**src/rtl/spi_dbr_pkg.sv**
```systemverilog
`timescale 1ns/1ps
// Package: shared register layout and widths for the SPI controller.
// Assumes one byte-wide register file decoded by a 2-bit address.
package spi_dbr_pkg;
    parameter int REG_W   = 8;   // register and transfer width
    parameter int DIV_W   = 3;   // divider code width
    parameter int ADDR_W  = 2;   // register address width

    typedef enum logic [ADDR_W-1:0] {
        A_CTRL = 2'd0,
        A_STAT = 2'd1,
        A_DATA = 2'd2,
        A_PIO  = 2'd3
    } reg_addr_e;

    typedef struct packed {
        logic             spare;
        logic [DIV_W-1:0] div;
        logic             cpha;
        logic             cpol;
        logic             master;
        logic             en;
    } ctrl_t;

    localparam int ST_READY = 0;
    localparam int ST_OVR   = 1;
    localparam int ST_WCOL  = 2;
    localparam int ST_BUSY  = 3;
endpackage

```
**src/rtl/spi_clkgen.sv**
```systemverilog
`timescale 1ns/1ps
// Module: master serial-clock tick generator.
// While run is high it emits a one-cycle tick every 2^sel system clocks;
// each tick marks one serial clock edge. Counter clears whenever run is low.
module spi_clkgen #(
    parameter int DIV_W = spi_dbr_pkg::DIV_W
) (
    input  logic             clk,
    input  logic             rst_n,
    input  logic             run,
    input  logic [DIV_W-1:0] sel,
    output logic             tick
);
    localparam int CNT_W = 2 ** DIV_W;

    logic [CNT_W-1:0] cnt;
    logic [CNT_W-1:0] half_m1;

    // Terminal count: half period minus one.
    always_comb begin
        half_m1 = (CNT_W'(1) << sel) - CNT_W'(1);
    end

    // Count system clocks within one serial half period.
    always_ff @(posedge clk) begin
        if (!rst_n) begin
            cnt <= '0;
        end else if (!run || cnt == half_m1) begin
            cnt <= '0;
        end else begin
            cnt <= cnt + CNT_W'(1);
        end
    end

    assign tick = run && (cnt == half_m1);

    // with a half period above one clock, edges are never back to back
    p_tick_gap_r2: assert property (@(posedge clk) disable iff (!rst_n)
        (tick && sel != '0) |=> !tick);
endmodule

```
**src/rtl/spi_shifter.sv**
```systemverilog
`timescale 1ns/1ps
// Module: shared shift engine for master and slave.
// Counts serial clock edges (two per bit). Sampling and shifting alternate
// according to CPHA. Transmit and receive use separate registers. Assumes
// load only arrives between bytes, and abort clears the edge count.
module spi_shifter #(
    parameter int BITS = spi_dbr_pkg::REG_W
) (
    input  logic            clk,
    input  logic            rst_n,
    input  logic            edge_stb,
    input  logic            abort,
    input  logic            cpha,
    input  logic            load,
    input  logic [BITS-1:0] load_data,
    input  logic            rx_bit,
    output logic            tx_msb,
    output logic [BITS-1:0] rx_byte,
    output logic            rx_done,
    output logic            last_edge,
    output logic            mid_byte
);
    localparam int EDGES = 2 * BITS;
    localparam int EW    = $clog2(EDGES);

    logic [EW-1:0]   edge_cnt;
    logic [BITS-1:0] tx_sr;
    logic [BITS-1:0] rx_sr;
    logic            sample_now;
    logic            shift_now;

    // Decide what this edge does: sample on the CPHA-selected edge parity.
    always_comb begin
        sample_now = edge_stb && (edge_cnt[0] == cpha);
        shift_now  = edge_stb && !sample_now && !(cpha && edge_cnt == '0);
    end

    // Edge counter: wraps after the last edge of a byte, cleared by abort.
    always_ff @(posedge clk) begin
        if (!rst_n || abort) begin
            edge_cnt <= '0;
        end else if (edge_stb) begin
            edge_cnt <= (edge_cnt == EW'(EDGES - 1)) ? '0 : edge_cnt + EW'(1);
        end
    end

    // Transmit register: parallel load, else shift toward the MSB.
    always_ff @(posedge clk) begin
        if (!rst_n) begin
            tx_sr <= '0;
        end else if (load) begin
            tx_sr <= load_data;
        end else if (shift_now) begin
            tx_sr <= {tx_sr[BITS-2:0], 1'b0};
        end
    end

    // Receive register: collect sampled bits MSB first.
    always_ff @(posedge clk) begin
        if (!rst_n) begin
            rx_sr <= '0;
        end else if (sample_now) begin
            rx_sr <= {rx_sr[BITS-2:0], rx_bit};
        end
    end

    assign tx_msb    = tx_sr[BITS-1];
    assign rx_byte   = {rx_sr[BITS-2:0], rx_bit};
    assign rx_done   = sample_now && ((edge_cnt >> 1) == EW'(BITS - 1));
    assign last_edge = edge_stb && (edge_cnt == EW'(EDGES - 1));
    assign mid_byte  = (edge_cnt != '0);

    // a deselect leaves the engine at the start of a byte
    p_abort_restart_r10: assert property (@(posedge clk) disable iff (!rst_n)
        abort |=> !mid_byte);
    // the transmit register never moves on a sampling edge
    p_no_shift_on_sample_r3: assert property (@(posedge clk) disable iff (!rst_n)
        (sample_now && !load) |=> $stable(tx_msb));
endmodule

```
**src/rtl/spi_rxbuf.sv**
```systemverilog
`timescale 1ns/1ps
// Module: receive read buffer with ready and overrun flags.
// Accepts a byte on capture. If the previous byte is still unread, the new
// byte is dropped and overrun is raised. A read clears ready.
module spi_rxbuf #(
    parameter int BITS = spi_dbr_pkg::REG_W
) (
    input  logic            clk,
    input  logic            rst_n,
    input  logic            capture,
    input  logic [BITS-1:0] cap_byte,
    input  logic            rd_take,
    input  logic            ovr_clr,
    output logic [BITS-1:0] rbuf,
    output logic            full,
    output logic            ovr
);
    // Hold the latest accepted byte and its ready flag.
    always_ff @(posedge clk) begin
        if (!rst_n) begin
            rbuf <= '0;
            full <= 1'b0;
        end else if (capture && (!full || rd_take)) begin
            rbuf <= cap_byte;
            full <= 1'b1;
        end else if (rd_take) begin
            full <= 1'b0;
        end
    end

    // Overrun: set by a completion against an unread byte, cleared by write-one.
    always_ff @(posedge clk) begin
        if (!rst_n) begin
            ovr <= 1'b0;
        end else if (capture && full && !rd_take) begin
            ovr <= 1'b1;
        end else if (ovr_clr) begin
            ovr <= 1'b0;
        end
    end

    // an unread byte stays ready and unchanged until it is read
    p_keep_unread_r6: assert property (@(posedge clk) disable iff (!rst_n)
        (full && !rd_take) |=> (full && $stable(rbuf)));
    // overrun only rises against a ready byte
    p_ovr_cause_r6: assert property (@(posedge clk) disable iff (!rst_n)
        $rose(ovr) |-> $past(full));
endmodule

```
**src/rtl/spi_dbr_ctrl.sv**
```systemverilog
`timescale 1ns/1ps
// Module: SPI controller top, with register file, master sequencing,
// slave input synchronisers and select-pin GPIO.
// Assumes: miso_i in master mode is timed by the block's own clock, so it
// is sampled directly; slave inputs are asynchronous and pass through
// SYNC_STAGES flops; bus_rdata is combinational and bus_rd only adds side effects.
module spi_dbr_ctrl #(
    parameter int BITS        = spi_dbr_pkg::REG_W,
    parameter int DIV_W       = spi_dbr_pkg::DIV_W,
    parameter int SYNC_STAGES = 2
) (
    input  logic                           clk,
    input  logic                           rst_n,
    input  logic                           bus_wr,
    input  logic                           bus_rd,
    input  logic [spi_dbr_pkg::ADDR_W-1:0] bus_addr,
    input  logic [BITS-1:0]                bus_wdata,
    output logic [BITS-1:0]                bus_rdata,
    input  logic                           sck_i,
    output logic                           sck_o,
    output logic                           sck_oe,
    input  logic                           mosi_i,
    output logic                           mosi_o,
    output logic                           mosi_oe,
    input  logic                           miso_i,
    output logic                           miso_o,
    output logic                           miso_oe,
    input  logic                           ss_i,
    output logic                           ss_o,
    output logic                           ss_oe
);
    import spi_dbr_pkg::*;

    ctrl_t                  ctrl_q;
    logic                   pio_out_q, pio_oe_q, wcol_q;
    logic                   m_busy, m_phase, m_tick;
    logic [SYNC_STAGES-1:0] sck_s, mosi_s, ss_s;
    logic                   sck_prev;
    logic                   is_master, is_slave, selected, busy;
    logic                   wr_data, wr_ctrl, wr_stat, wr_pio, rd_take;
    logic                   start_ok, edge_stb, abort, rx_bit;
    logic                   tx_msb, rx_done, last_edge, mid_byte;
    logic [BITS-1:0]        rx_byte, rbuf;
    logic                   rx_full, rx_ovr;
    logic                   sck_sync, mosi_sync, ss_sync;

    // Register access decode.
    always_comb begin
        wr_ctrl = bus_wr && bus_addr == A_CTRL;
        wr_stat = bus_wr && bus_addr == A_STAT;
        wr_data = bus_wr && bus_addr == A_DATA;
        wr_pio  = bus_wr && bus_addr == A_PIO;
        rd_take = bus_rd && bus_addr == A_DATA;
    end

    // Bring the slave-side pins into the clock domain.
    always_ff @(posedge clk) begin
        if (!rst_n) begin
            sck_s  <= '0;
            mosi_s <= '0;
            ss_s   <= '1;
        end else begin
            sck_s  <= {sck_s[SYNC_STAGES-2:0], sck_i};
            mosi_s <= {mosi_s[SYNC_STAGES-2:0], mosi_i};
            ss_s   <= {ss_s[SYNC_STAGES-2:0], ss_i};
        end
    end

    assign sck_sync  = sck_s[SYNC_STAGES-1];
    assign mosi_sync = mosi_s[SYNC_STAGES-1];
    assign ss_sync   = ss_s[SYNC_STAGES-1];

    // Remember the last synchronised serial clock level for edge detection.
    always_ff @(posedge clk) begin
        if (!rst_n) sck_prev <= 1'b0;
        else        sck_prev <= sck_sync;
    end

    // Mode, selection and transfer-start decisions.
    always_comb begin
        is_master = ctrl_q.en && ctrl_q.master;
        is_slave  = ctrl_q.en && !ctrl_q.master;
        selected  = is_slave && !ss_sync;
        busy      = m_busy || (selected && mid_byte);
        start_ok  = wr_data && ctrl_q.en && !busy;
        edge_stb  = is_master ? m_tick : (selected && (sck_sync != sck_prev));
        abort     = !(m_busy || selected);
        rx_bit    = is_master ? miso_i : mosi_sync;
    end

    // Control and GPIO registers.
    always_ff @(posedge clk) begin
        if (!rst_n) begin
            ctrl_q    <= '0;
            pio_out_q <= 1'b0;
            pio_oe_q  <= 1'b0;
        end else begin
            if (wr_ctrl) ctrl_q <= ctrl_t'(bus_wdata);
            if (wr_pio) begin
                pio_out_q <= bus_wdata[0];
                pio_oe_q  <= bus_wdata[1];
            end
        end
    end

    // Write-collision flag: set by a data write during a transfer.
    always_ff @(posedge clk) begin
        if (!rst_n) begin
            wcol_q <= 1'b0;
        end else if (wr_data && ctrl_q.en && busy) begin
            wcol_q <= 1'b1;
        end else if (wr_stat && bus_wdata[ST_WCOL]) begin
            wcol_q <= 1'b0;
        end
    end

    // Master sequencing: busy from start to the final edge; phase toggles per edge.
    always_ff @(posedge clk) begin
        if (!rst_n || !is_master) begin
            m_busy  <= 1'b0;
            m_phase <= 1'b0;
        end else if (start_ok) begin
            m_busy  <= 1'b1;
            m_phase <= 1'b0;
        end else if (m_tick) begin
            m_phase <= !m_phase;
            if (last_edge) m_busy <= 1'b0;
        end
    end

    spi_clkgen #(.DIV_W(DIV_W)) u_clkgen (
        .clk   (clk),
        .rst_n (rst_n),
        .run   (m_busy),
        .sel   (ctrl_q.div),
        .tick  (m_tick)
    );

    spi_shifter #(.BITS(BITS)) u_shifter (
        .clk       (clk),
        .rst_n     (rst_n),
        .edge_stb  (edge_stb),
        .abort     (abort),
        .cpha      (ctrl_q.cpha),
        .load      (start_ok),
        .load_data (bus_wdata),
        .rx_bit    (rx_bit),
        .tx_msb    (tx_msb),
        .rx_byte   (rx_byte),
        .rx_done   (rx_done),
        .last_edge (last_edge),
        .mid_byte  (mid_byte)
    );

    spi_rxbuf #(.BITS(BITS)) u_rxbuf (
        .clk      (clk),
        .rst_n    (rst_n),
        .capture  (rx_done),
        .cap_byte (rx_byte),
        .rd_take  (rd_take),
        .ovr_clr  (wr_stat && bus_wdata[ST_OVR]),
        .rbuf     (rbuf),
        .full     (rx_full),
        .ovr      (rx_ovr)
    );

    // Read multiplexer.
    always_comb begin
        bus_rdata = '0;
        case (bus_addr)
            A_CTRL: bus_rdata = BITS'(ctrl_q);
            A_STAT: begin
                bus_rdata[ST_READY] = rx_full;
                bus_rdata[ST_OVR]   = rx_ovr;
                bus_rdata[ST_WCOL]  = wcol_q;
                bus_rdata[ST_BUSY]  = busy;
            end
            A_DATA: bus_rdata = rbuf;
            default: begin
                bus_rdata[0] = ss_sync;
                bus_rdata[1] = pio_oe_q;
            end
        endcase
    end

    // Pin drivers.
    assign sck_o   = ctrl_q.cpol ^ m_phase;
    assign sck_oe  = is_master;
    assign mosi_o  = tx_msb;
    assign mosi_oe = is_master;
    assign miso_o  = tx_msb;
    assign miso_oe = selected;
    assign ss_o    = pio_out_q;
    assign ss_oe   = pio_oe_q && !is_slave;

    // the master clock rests at its idle level outside a transfer
    p_sck_idle_r2: assert property (@(posedge clk) disable iff (!rst_n)
        (is_master && !m_busy) |-> (sck_o == ctrl_q.cpol));
    // the ready flag only rises when the shift engine finishes a byte
    p_ready_source_r4: assert property (@(posedge clk) disable iff (!rst_n)
        $rose(rx_full) |-> $past(rx_done));
    // a collision can only be flagged while a transfer is running
    p_wcol_cause_r7: assert property (@(posedge clk) disable iff (!rst_n)
        $rose(wcol_q) |-> $past(busy));
    // the select pin is never driven while it serves as a slave select
    p_ss_free_r11: assert property (@(posedge clk) disable iff (!rst_n)
        selected |-> !ss_oe);
    // disabling the block stops any master transfer
    p_off_idle_r12: assert property (@(posedge clk) disable iff (!rst_n)
        !ctrl_q.en |=> !m_busy);
endmodule

```
**config.mk**
```make
export PLATFORM = sky130hd
export DESIGN_NAME = spi_dbr_ctrl
export DESIGN_NICKNAME = d
export VERILOG_FILES = /design/src/rtl/spi_dbr_pkg.sv /design/src/rtl/spi_clkgen.sv /design/src/rtl/spi_shifter.sv /design/src/rtl/spi_rxbuf.sv /design/src/rtl/spi_dbr_ctrl.sv
export SDC_FILE = /design/constraint.sdc
export NUM_CORES = 1
export LEC_CHECK = 0
export ABC_AREA = 1
export BUFFER_PORTS_ARGS = -buffer_cell sky130_fd_sc_hd__clkbuf_2
export CAP_MARGIN = 10
export CELL_PAD_IN_SITES_DETAIL_PLACEMENT = 1
export CELL_PAD_IN_SITES_GLOBAL_PLACEMENT = 1
export CORE_MARGIN = 1.5
export CORE_UTILIZATION = 25
export DETAILED_ROUTE_END_ITERATION = 7
export PLACE_DENSITY_LB_ADDON = 0.1
export SYNTH_ARGS = -nofsm -noshare
export SYNTH_HDL_FRONTEND = slang
export SYNTH_SLANG_ARGS = --single-unit
```
**constraint.sdc**
```tcl
create_clock -name clk -period 1.9 [get_ports clk]
set_input_delay 0.57 -clock clk [delete_from_list [all_inputs] [get_ports clk]]
set_output_delay 0.57 -clock clk [all_outputs]
set_load 0.05 [all_outputs]
```
==> metrics, run 1 <==
Die ar. about 0.011 sq mm; slew at the pin with the worst max-slew slack 0.581 ns; Final Hold Viols 0; nets@finish about 480; CTS buffer count 9; I/O pins 34; IO Port Bufs 33; Clock Path Buffers 2; register area roughly 0.0012 sq mm; R2R Path Start ctrl_q[5]; Critical Path Start Type input port; ANT nets after route 0; Arr. time, crit path 1.49 ns; die span in x 106 microns; core area 0.0103 sq mm; Initial Util 0.258; Worst-Skew Late Latency 0.35 ns; max-slew violation count 0; most common cell after layout, fill and taps aside nand2_1; Die Ht around 110 microns; fmax 486 MHz; crit share post-route 1.08; syn avg cell area 7.14 sq um; vias in the first global route 2733; Design Power between 2000 and 3000 uW; Syn Inst Count 373; Peak VDD IR slightly below 0.0003 V; Data required, critical path approximately 1.3 ns; FF-to-FF setup slack 0.12 ns; crit path max fanout 6; WL final 8070 microns; worst hold path cell count 1; sequential element share of the synthesized area 0.429; CTS root buffer clkbuf_8; Ys Warns 0; Mapped Nets 394; Min Clock Period, post-route 2.06 ns; gr ovfl total 0; Clock Sinks 57; Tightest Hold Check Type flip-flop to flip-flop; synthesized cell area about 0.0027 sq mm; status finished, violations left; DR vias/cell around 4.4; Critical R2R Capture u_rxbuf.rbuf[0]; largest net degree at the start of global routing 20; detailed placement HPWL 6050 microns; worst setup path startpoint bus_addr[1]; first-pass GRT wire length between 10000 and 15000 microns; reg2reg path depth 12; GP Congestion 0.747; filler instances 1257; Leak 0.00177 uW; final setup skew 0.0176 ns; RSZ-0062 raised after global routing yes; dpl ws -0.195 ns; commonest non-fill, non-tap cells in the layout nand2_1, nor2_1, dfxtp_1, inv_1, buf_4; Max-Cap Viols 0; violated checks setup timing; via count 2612; kind of critical path input port to primary output; WL/cell 13.5 microns; initial antenna violation count 0; total global-route track usage 0.153; Design Area, Final a little under 0.004 sq mm; P per Cell Area slightly above 700 mW/mm^2; row count 37; final setup vio count 7; Worst setup EP type primary output; H-tree depth 3; Slew HR 0.609; TNS Setup -0.552 ns; Detailed Routing Iterations Pass 1 5; number of unique standard cell types used by synthesis 33; CTS tree built; final core occ 0.383; P&R area growth vs syn 48.4%; Multi-input gate area roughly 0.0014 sq mm; number of DRC markers in iteration 0 49; DRC Markers 0; antenna cell count 0; post-placement cell area approximately 0.0034 sq mm; Clock Pin Slew Worst Setup and Hold Paths 0.07 ns; synthesized flop and latch total 57; CP endpoint bus_rdata[2]; share of layout cells above drive strength 1 0.319; post-route setup slack -0.159 ns
worst min path at each step:
stage / from / to / slack (ns)
after global placement: ss_s[0] / ss_s[1] / 0.39
final: ss_s[0] / ss_s[1] / 0.42
after CTS: mosi_i / mosi_s[0] / 0.40
after global routing: ss_i / ss_s[0] / 0.43
after detailed placement: ss_s[0] / ss_s[1] / 0.40
after floorplan: mosi_s[0] / mosi_s[1] / 0.39
synthesized netlist by cell type (all sizes together):
cell type	n	area [sq um]
or2	2	12.5
nor3b	1	7.51
xnor2	3	26.3
inv	55	206
a211oi	1	7.51
a21oi	19	95.1
nand3b	2	15.0
buf	6	50.0
o221ai	1	8.76
dfxtp	57	1140
o2111ai	1	8.76
nand2	75	297
o21ai	31	155
nand3	19	95.1
clkbuf	4	15.0
o21bai	1	7.51
nor3	7	35.0
nor2	63	246
xor2	6	52.6
o31ai	1	7.51
nand4	4	40.0
mux2i	6	60.1
o22ai	3	18.8
a221oi	1	8.76
ha	3	37.5
o211ai	1	7.51
sequential cells by signal, summed over array words and instances, names as in the netlist:
name / count
ss_o: 1
mosi_s: 2
u_shifter.tx_sr: 8
m_busy: 1
ss_s: 2
m_phase: 1
pio_oe_q: 1
wcol_q: 1
u_rxbuf.ovr: 1
u_shifter.rx_sr: 7
sck_prev: 1
ctrl_q: 8
u_rxbuf.rbuf: 8
sck_s: 2
u_clkgen.cnt: 8
u_shifter.edge_cnt: 4
u_rxbuf.full: 1
where the power goes:
part / internal (uW) / total, uW / switching (uW)
Combinational: 118 / 276 / 159
Clock: 752 / 1310 / 562
Sequential: 1210 / 1230 / 17.2
critical path, stage by stage:
cell and delay, ns:
clkbuf_16 0.12, clkinv_8 0.05, nor2_4 0.14, inv_4 0.08, o211ai_1 0.29, clkbuf_16 0.23
layout make-up:
cell class	instances	area share
clock buffer	9	0.0313
clock inverter	7	0.0260
inverter	55	0.0567
multi-input combinational	251	0.358
sequential	57	0.292
tap	136	0.0431
timing repair buffer	82	0.193
routing by layer:
layer	GRT usage	up-vias	part of all wire
met5	0	-	0
met4	0.0502	0	0.013
met1	0.197	1222	0.49
met2	0.255	29	0.47
li1	-	1352	-
met3	0.0319	9	0.020
stage by stage:
stage	instances	hold slack, ns
4_1_cts	589	0.403
6_report	597	0.416
3_3_place_gp	567	0.395
3_5_place_dp	567	0.399
5_1_grt	597	0.427
2_1_floorplan	373	0.390
cells by family (layout without fill, tap and decap cells):
logic type               after synthesis  in the layout  synth area share
AND/OR/NAND/NOR                      173            173             0.281
buffers and inverters                 65            153             0.102
AO/OA/AOI/OAI                         60             60             0.122
flip-flops                            57             57             0.429
XOR/XNOR                               9              9            0.0296
multiplexers                           6              6            0.0226
adder cells (fa/ha/maj)                3              3            0.0141
repair_timing:
| item | 4_1_cts | 5_1_grt |
|---|---|---|
| endpoints found under the setup margin | 17 | 24 |
| gates resized for setup | 38 | 28 |
| buffers inserted | 6 | 9 |
| pin swaps | 7 | 9 |
| hold buffers | 0 | 0 |
(Power assumes the default switching activity.)
==> inputs of run 2 (changes only) <==
==> constraint.sdc (replaced) <==
create_clock -name clk -period 1.9 [get_ports clk]
set_input_delay 0.19 -clock clk [delete_from_list [all_inputs] [get_ports clk]]
set_output_delay 0.19 -clock clk [all_outputs]
set_load 0.05 [all_outputs]
==> metrics, run 2 (same netlist as run 1, synthesis figures left out) <==
status completed; Switching Share 0.258 (-0.00338); CTS buffer count 9 (unchanged); H-tree depth 3 (unchanged); crit path max fanout 2 (-4); total global-route track usage 0.150 (-0.00330); post-placement cell area 0.00308 sq mm (-9.1%); GR Layer Usage met2 0.241 (-0.0147); TNS Setup 0 ns (+0.552 ns); GR peak layer met2; initial antenna violation count 0 (unchanged); vias in the first global route 2617 (-4.2%); Leak 0.00155 uW (-12%); GR Util met3 0.0300 (-0.00184); Critical Path Start Type flip-flop; die span in x 106 microns (unchanged); gr ovfl total 0 (unchanged); CTS root buffer clkbuf_8; Final Hold Viols 0 (unchanged); commonest non-fill, non-tap cells in the layout nand2_1, nor2_1, dfxtp_1, inv_1, clkbuf_2; DR vias/cell 4.49 (+2.6%); WL final 7860 microns (-2.7%); Detailed Routing Iterations Pass 1 4 (-1); P&R area growth vs syn 27.8%; Min Clock Period, post-route 1.80 ns (-0.255 ns); Initial Util 0.258 (unchanged); Peak VDD IR 0.000251 V (-15%); worst hold slack 0.0306 ns (-0.385 ns); Clock Pin Slew Worst Setup and Hold Paths 0.06 ns (about the same); P per Cell Area 699 mW/mm^2 (-2.1%); Design Area, Final 0.00340 sq mm (-14%); Slew HR 0.650 (+0.0416); crit share post-route 0.949 (-0.134); ANT nets after route 0 (unchanged); share of layout cells above drive strength 1 0.241 (-0.0780); max-slew violation count 0 (unchanged); Worst-Skew Late Latency 0.34 ns (about the same); detailed placement HPWL 5790 microns (-4.2%); Data required, critical path 1.71 ns (+0.38 ns); clock share of power 0.399 (-0.067); via count 2567 (-1.7%); IO Port Bufs 33 (unchanged); met1 Usage GRT 0.192 (-0.00512); Clock Sinks 57 (unchanged); antenna cell count 0 (unchanged); kind of critical path flip-flop to primary output; Max-Cap Viols 0 (unchanged); CTS tree built; WL/cell 13.7 microns (+1.6%); first-pass GRT wire length 13000 microns (-4.0%); Die ar. 0.0113 sq mm (unchanged); Int Pwr 1760 uW (-15%); most common cell after layout, fill and taps aside nand2_1; fmax 555 MHz (+14%); number of DRC markers in iteration 0 66 (+35%); final setup skew 0.00543 ns (-0.0122 ns); Sw Pwr 614 uW (-17%); I/O pins 34 (unchanged); slew at the pin with the worst max-slew slack 0.519 ns (-0.0617 ns); Clock Path Buffers 2 (unchanged); Worst setup EP type primary output; Tightest Hold Check Type input port to flip-flop; nets@finish 455 (-4.6%); GP Congestion 0.795 (+6.4%); Sequential Power Share 0.518 (+0.082); combinational fraction of design power 0.083 (-0.015); DRC Markers 0 (unchanged); Die Ht 106 microns (unchanged); final setup vio count 0 (-7); RSZ-0062 raised after global routing yes; core area 0.0103 sq mm (unchanged); Arr. time, crit path 1.61 ns (+0.12 ns); largest net degree at the start of global routing 20 (unchanged); row count 37 (unchanged)
-- run 2: worst max-delay path, stage by stage, from the launching register on --
cell      delay (ns)
dfxtp_2         0.32
inv_1           0.05
ha_2            0.17
nand3_2         0.09
inv_2           0.04
o21ai_2         0.15
buf_4           0.14
nand2_2         0.04
o221ai_2        0.09
buf_8           0.19
-- run 2: final timing paths --
kind / startpoint / endpoint / slack, ns / cells after the start
hold / removal: ss_i / ss_s[0] / 0.03 / 2
setup reg to reg: ctrl_q[6] / u_rxbuf.rbuf[0] / 0.12 / 12
setup / recovery: u_shifter.edge_cnt[0] / bus_rdata[3] / 0.1 / 9
hold reg to reg: ss_s[0] / ss_s[1] / 0.42 / 1
-- run 2: per-stage QoR --
| step | total power (uW) | setup WS, ns | cells | utilization |
|---|---|---|---|---|
| final | 2380 | 0.0966 | 572 | 0.330 |
| after floorplan | 1370 | 0.136 | 373 | - |
| after CTS | 2420 | 0.00206 | 562 | 0.315 |
| after detailed placement | 1450 | -0.131 | 550 | 0.298 |
| after global placement | 1450 | -0.0294 | 550 | 0.298 |
| after global routing | 2490 | -0.0181 | 572 | 0.330 |
-- run 2: cell type report --
| class | instances | area [sq um] |
|---|---|---|
| Timing Repair Buffer | 59 | 399 |
| Fill cell | 1286 | 6920 |
| Inverter | 55 | 206 |
| Clock inverter | 1 | 5.00 |
| Multi-Input combinational cell | 252 | 1320 |
| Clock buffer | 12 | 145 |
| Sequential cell | 57 | 1150 |
| Tap cell | 136 | 170 |
-- run 2: per-layer routing --
metal / routed length (microns) / vias to the layer above
met5: 0 / -
met4: 131 / 0
met3: 230 / 10
met2: 3590 / 34
met1: 3910 / 1223
li1: - / 1300
-- run 2: power by group through the flow --
stage	Sequential, uW	Clock, uW	Combinational, uW
2_1_floorplan	1260	0	118
3_3_place_gp	1260	0	192
3_5_place_dp	1260	0	194
4_1_cts	1230	988	197
5_1_grt	1230	1040	219
6_report	1230	949	197
-- run 2: timing repair --
item                                    4_1_cts  5_1_grt
buffers inserted                              0        9
pin swaps                                     0        8
hold buffers                                  0        0
gates cloned                                  0        1
endpoints found under the setup margin       26       29
gates resized for setup                      10       22
==> inputs of run 3 (changes only) <==
Settings changed: ABC_AREA 1 to not set.
==> metrics, run 3 <==
Final Hold Viols 0 (unchanged); syn avg cell area 8.99 sq um (+26%); worst setup path startpoint u_shifter.edge_cnt[0]; Post-synth top flop dfxtp_1; Post-Synth Simple-Gate Area 0.219 (-0.0615); Leak 0.00155 uW (+0.12%); max-slew violation count 0 (unchanged); DR vias/cell 4.69 (+4.5%); DRC Markers 0 (unchanged); Worst path slowest cell or3b_4; Data required, critical path 1.71 ns (about the same); crit path max fanout 2 (unchanged); crit share post-route 1.10 (+0.150); initial antenna violation count 0 (unchanged); P&R area growth vs syn 45.5%; crit-path max cell delay 0.40 ns (+0.08 ns); final setup vio count 17 (+17); Detailed Routing Iterations Pass 1 4 (unchanged); synthesized flop and latch total 57 (unchanged); combinational fraction of design power 0.082 (about the same); largest net degree at the start of global routing 22 (+10%); register area 0.00116 sq mm (+0.33%); adder-cell share of the synthesized area 0.0174 (+0.00335); P per Cell Area 661 mW/mm^2 (-5.3%); Worst setup EP type primary output; violated checks setup timing; synth cell count leaders dfxtp_1, mux2i_1, nand2_1; Critical R2R Capture u_rxbuf.rbuf[7]; Mapped Nets 324 (-18%); row count 37 (unchanged); Arr. time, crit path 1.90 ns (+0.29 ns); Die Ht 107 microns (+1.1%); ys async rst share 0 (unchanged); Min Clock Period, post-route 2.09 ns (+0.285 ns); Int Pwr 1910 uW (+8.6%); Clock Sinks 57 (unchanged); worst-path cell chain inv_2 > ha_4 > or3b_4 > a21oi_4 > buf_6 > nand2_4 > o21ai_2 > o21ai_2 > buf_8; Clock Pin Slew Worst Setup and Hold Paths 0.08 ns (+0.02 ns); total global-route track usage 0.160 (+0.0103); ANT nets after route 0 (unchanged); FF-to-FF setup slack -0.05 ns (-0.17 ns); Syn Inst Count 303 (-19%); top area cells in the synthesized netlist dfxtp_1, mux2i_1, nand3_1; Peak VDD IR 0.000311 V (+24%); IO Port Bufs 33 (unchanged); Most common cell on crit path o21ai_2; Critical Path Start Type flip-flop; XOR/XNOR Fraction of Synth Area 0.0321 (+0.00253); filler instances 1240 (-3.6%); reg2reg path depth 8 (-4); R2R Path Start ctrl_q[4]; Clock Path Buffers 2 (unchanged); synthesized cell area 0.00273 sq mm (+2.3%); most frequent cell after synthesis dfxtp_1; Max-Cap Viols 0 (unchanged); Die ar. 0.0115 sq mm (+2.3%); Worst-Skew Late Latency 0.35 ns (about the same); share of layout cells above drive strength 1 0.419 (+0.179); commonest non-fill, non-tap cells in the layout dfxtp_1, buf_4, clkbuf_2, mux2i_1; die span in x 107 microns (+1.1%); gr ovfl total 0 (unchanged); clock share of power 0.453 (+0.054); CTS root buffer clkbuf_8; kind of critical path flip-flop to primary output; I/O pins 34 (unchanged); RSZ-0062 raised after global routing yes; Tightest Hold Check Type input port to flip-flop; Initial Util 0.260 (+0.00256); CTS tree built; fmax 479 MHz (-14%); final setup skew 0.0144 ns (+0.00900 ns); area leader, netlist dfxtp_1; Slew HR 0.632 (-0.0179); number of DRC markers in iteration 0 47 (-29%); CP endpoint bus_rdata[3]; GP Congestion 0.783 (-1.5%); main combinational cell family by area after synthesis simple AND/OR/NAND/NOR gates; slew at the pin with the worst max-slew slack 0.547 ns (+0.0274 ns); nets@finish 407 (-11%); status finished, violations left; dpl ws -0.198 ns (-0.0663 ns); Compound-Gate Fraction of Synth Area 0.143 (+0.0206); core area 0.0105 sq mm (+1.3%); detailed placement HPWL 6230 microns (+7.4%); WL final 8480 microns (+8.0%); CTS buffer count 9 (unchanged); first-pass GRT wire length 13900 microns (+7.6%); Sw Pwr 708 uW (+15%); number of unique standard cell types used by synthesis 46 (+39%); antenna cell count 0 (unchanged); H-tree depth 3 (unchanged); vias in the first global route 2562 (-2.1%); worst hold slack 0.0205 ns (-0.0101 ns); Synth top area share 0.419 (-0.00984); post-synthesis mux area share 0.124 (+0.101); post-route setup slack -0.188 ns (-0.285 ns); number of synthesized flops with an enable pin 0 (unchanged); via count 2472 (-3.7%); most common cell after layout, fill and taps aside dfxtp_1; Ys Warns 0 (unchanged); WL/cell 16.1 microns (+17%); Switching Share 0.270 (+0.0119); Multi-input gate area 0.00171 sq mm (+29%); sequential element share of the synthesized area 0.419 (-0.00984); Sequential Power Share 0.465 (-0.053)
==> run 3: cell types whose count changed after synthesis, sizes merged, moves of 12 or more <==
cell   previous run  this run
o21ai            31        19
nor2b             0        15
inv              55        10
nand2            75        25
mux2i             6        28
nor2             63        22
==> run 3: per-stage QoR <==
| stage | std cells | area (sq um) | util | total power [uW] | TNS, ns |
|---|---|---|---|---|---|
| floorplan | 303 | 2760 | - | 1350 | 0 |
| global placement | 501 | 3370 | 0.322 | 1440 | -2.49 |
| detailed placement | 501 | 3370 | 0.322 | 1440 | -4.00 |
| CTS | 527 | 3830 | 0.366 | 2670 | -0.720 |
| global route | 527 | 3970 | 0.379 | 2750 | -3.86 |
| finish | 527 | 3970 | 0.379 | 2620 | -0.569 |
==> run 3: cells by family after synthesis <==
group / after synthesis
buf+inv: 28
mux: 31
fa+ha+maj: 4
simple gates: 115
flops: 57
xor+xnor: 10
compound gates: 58
==> run 3: layout make-up <==
class	instances	share of cell area
clock buffer	9	0.0312
clock inverter	7	0.0196
inverter	10	0.0110
multi-input combinational	218	0.432
sequential	57	0.292
tap	136	0.0429
timing repair buffer	90	0.172
==> run 3: worst max-delay path: cells and delay by family (launching register included) <==
| kind | cells | cell delay, ns |
|---|---|---|
| AOI/OAI and AO/OA | 3 | 0.29 |
| adders and majority gates | 1 | 0.13 |
| buffers and inverters | 3 | 0.35 |
| DFF | 1 | 0.33 |
| and+or+nand+nor | 2 | 0.44 |
==> run 3: worst min-delay path by stage <==
stage	startpoint	endpoint	slack [ns]	cells past startpoint
floorplan	ss_i	ss_s[0]	0.29	1
global placement	ss_i	ss_s[0]	0.37	2
detailed placement	ss_i	ss_s[0]	0.38	2
CTS	ss_i	ss_s[0]	0.005	2
global route	ss_i	ss_s[0]	0.005	2
finish	ss_i	ss_s[0]	0.02	2
==> run 3: what timing repair did <==
item | in CTS | in global routing
hold buffers | 0 | 0
gates resized for setup | 43 | 37
cloned | 1 | 0
setup endpoints to repair | 39 | 40
pin swaps | 15 | 26
setup buffers | 9 | 3
==> run 3: per-layer routing <==
layer	routed length, microns	vias to the layer above	GRT usage
met5	0	-	0
met4	126	0	0.0479
met3	210	9	0.0351
met2	4070	31	0.263
met1	4070	1187	0.211
li1	-	1245	-
==> run 3: power groups by stage <==
stage / sequential (uW) / combinational [uW] / clock, uW
after floorplan: 1250 / 106 / 0
after global placement: 1250 / 190 / 0
after detailed placement: 1250 / 192 / 0
after CTS: 1220 / 209 / 1240
after global routing: 1220 / 234 / 1290
final: 1220 / 214 / 1190
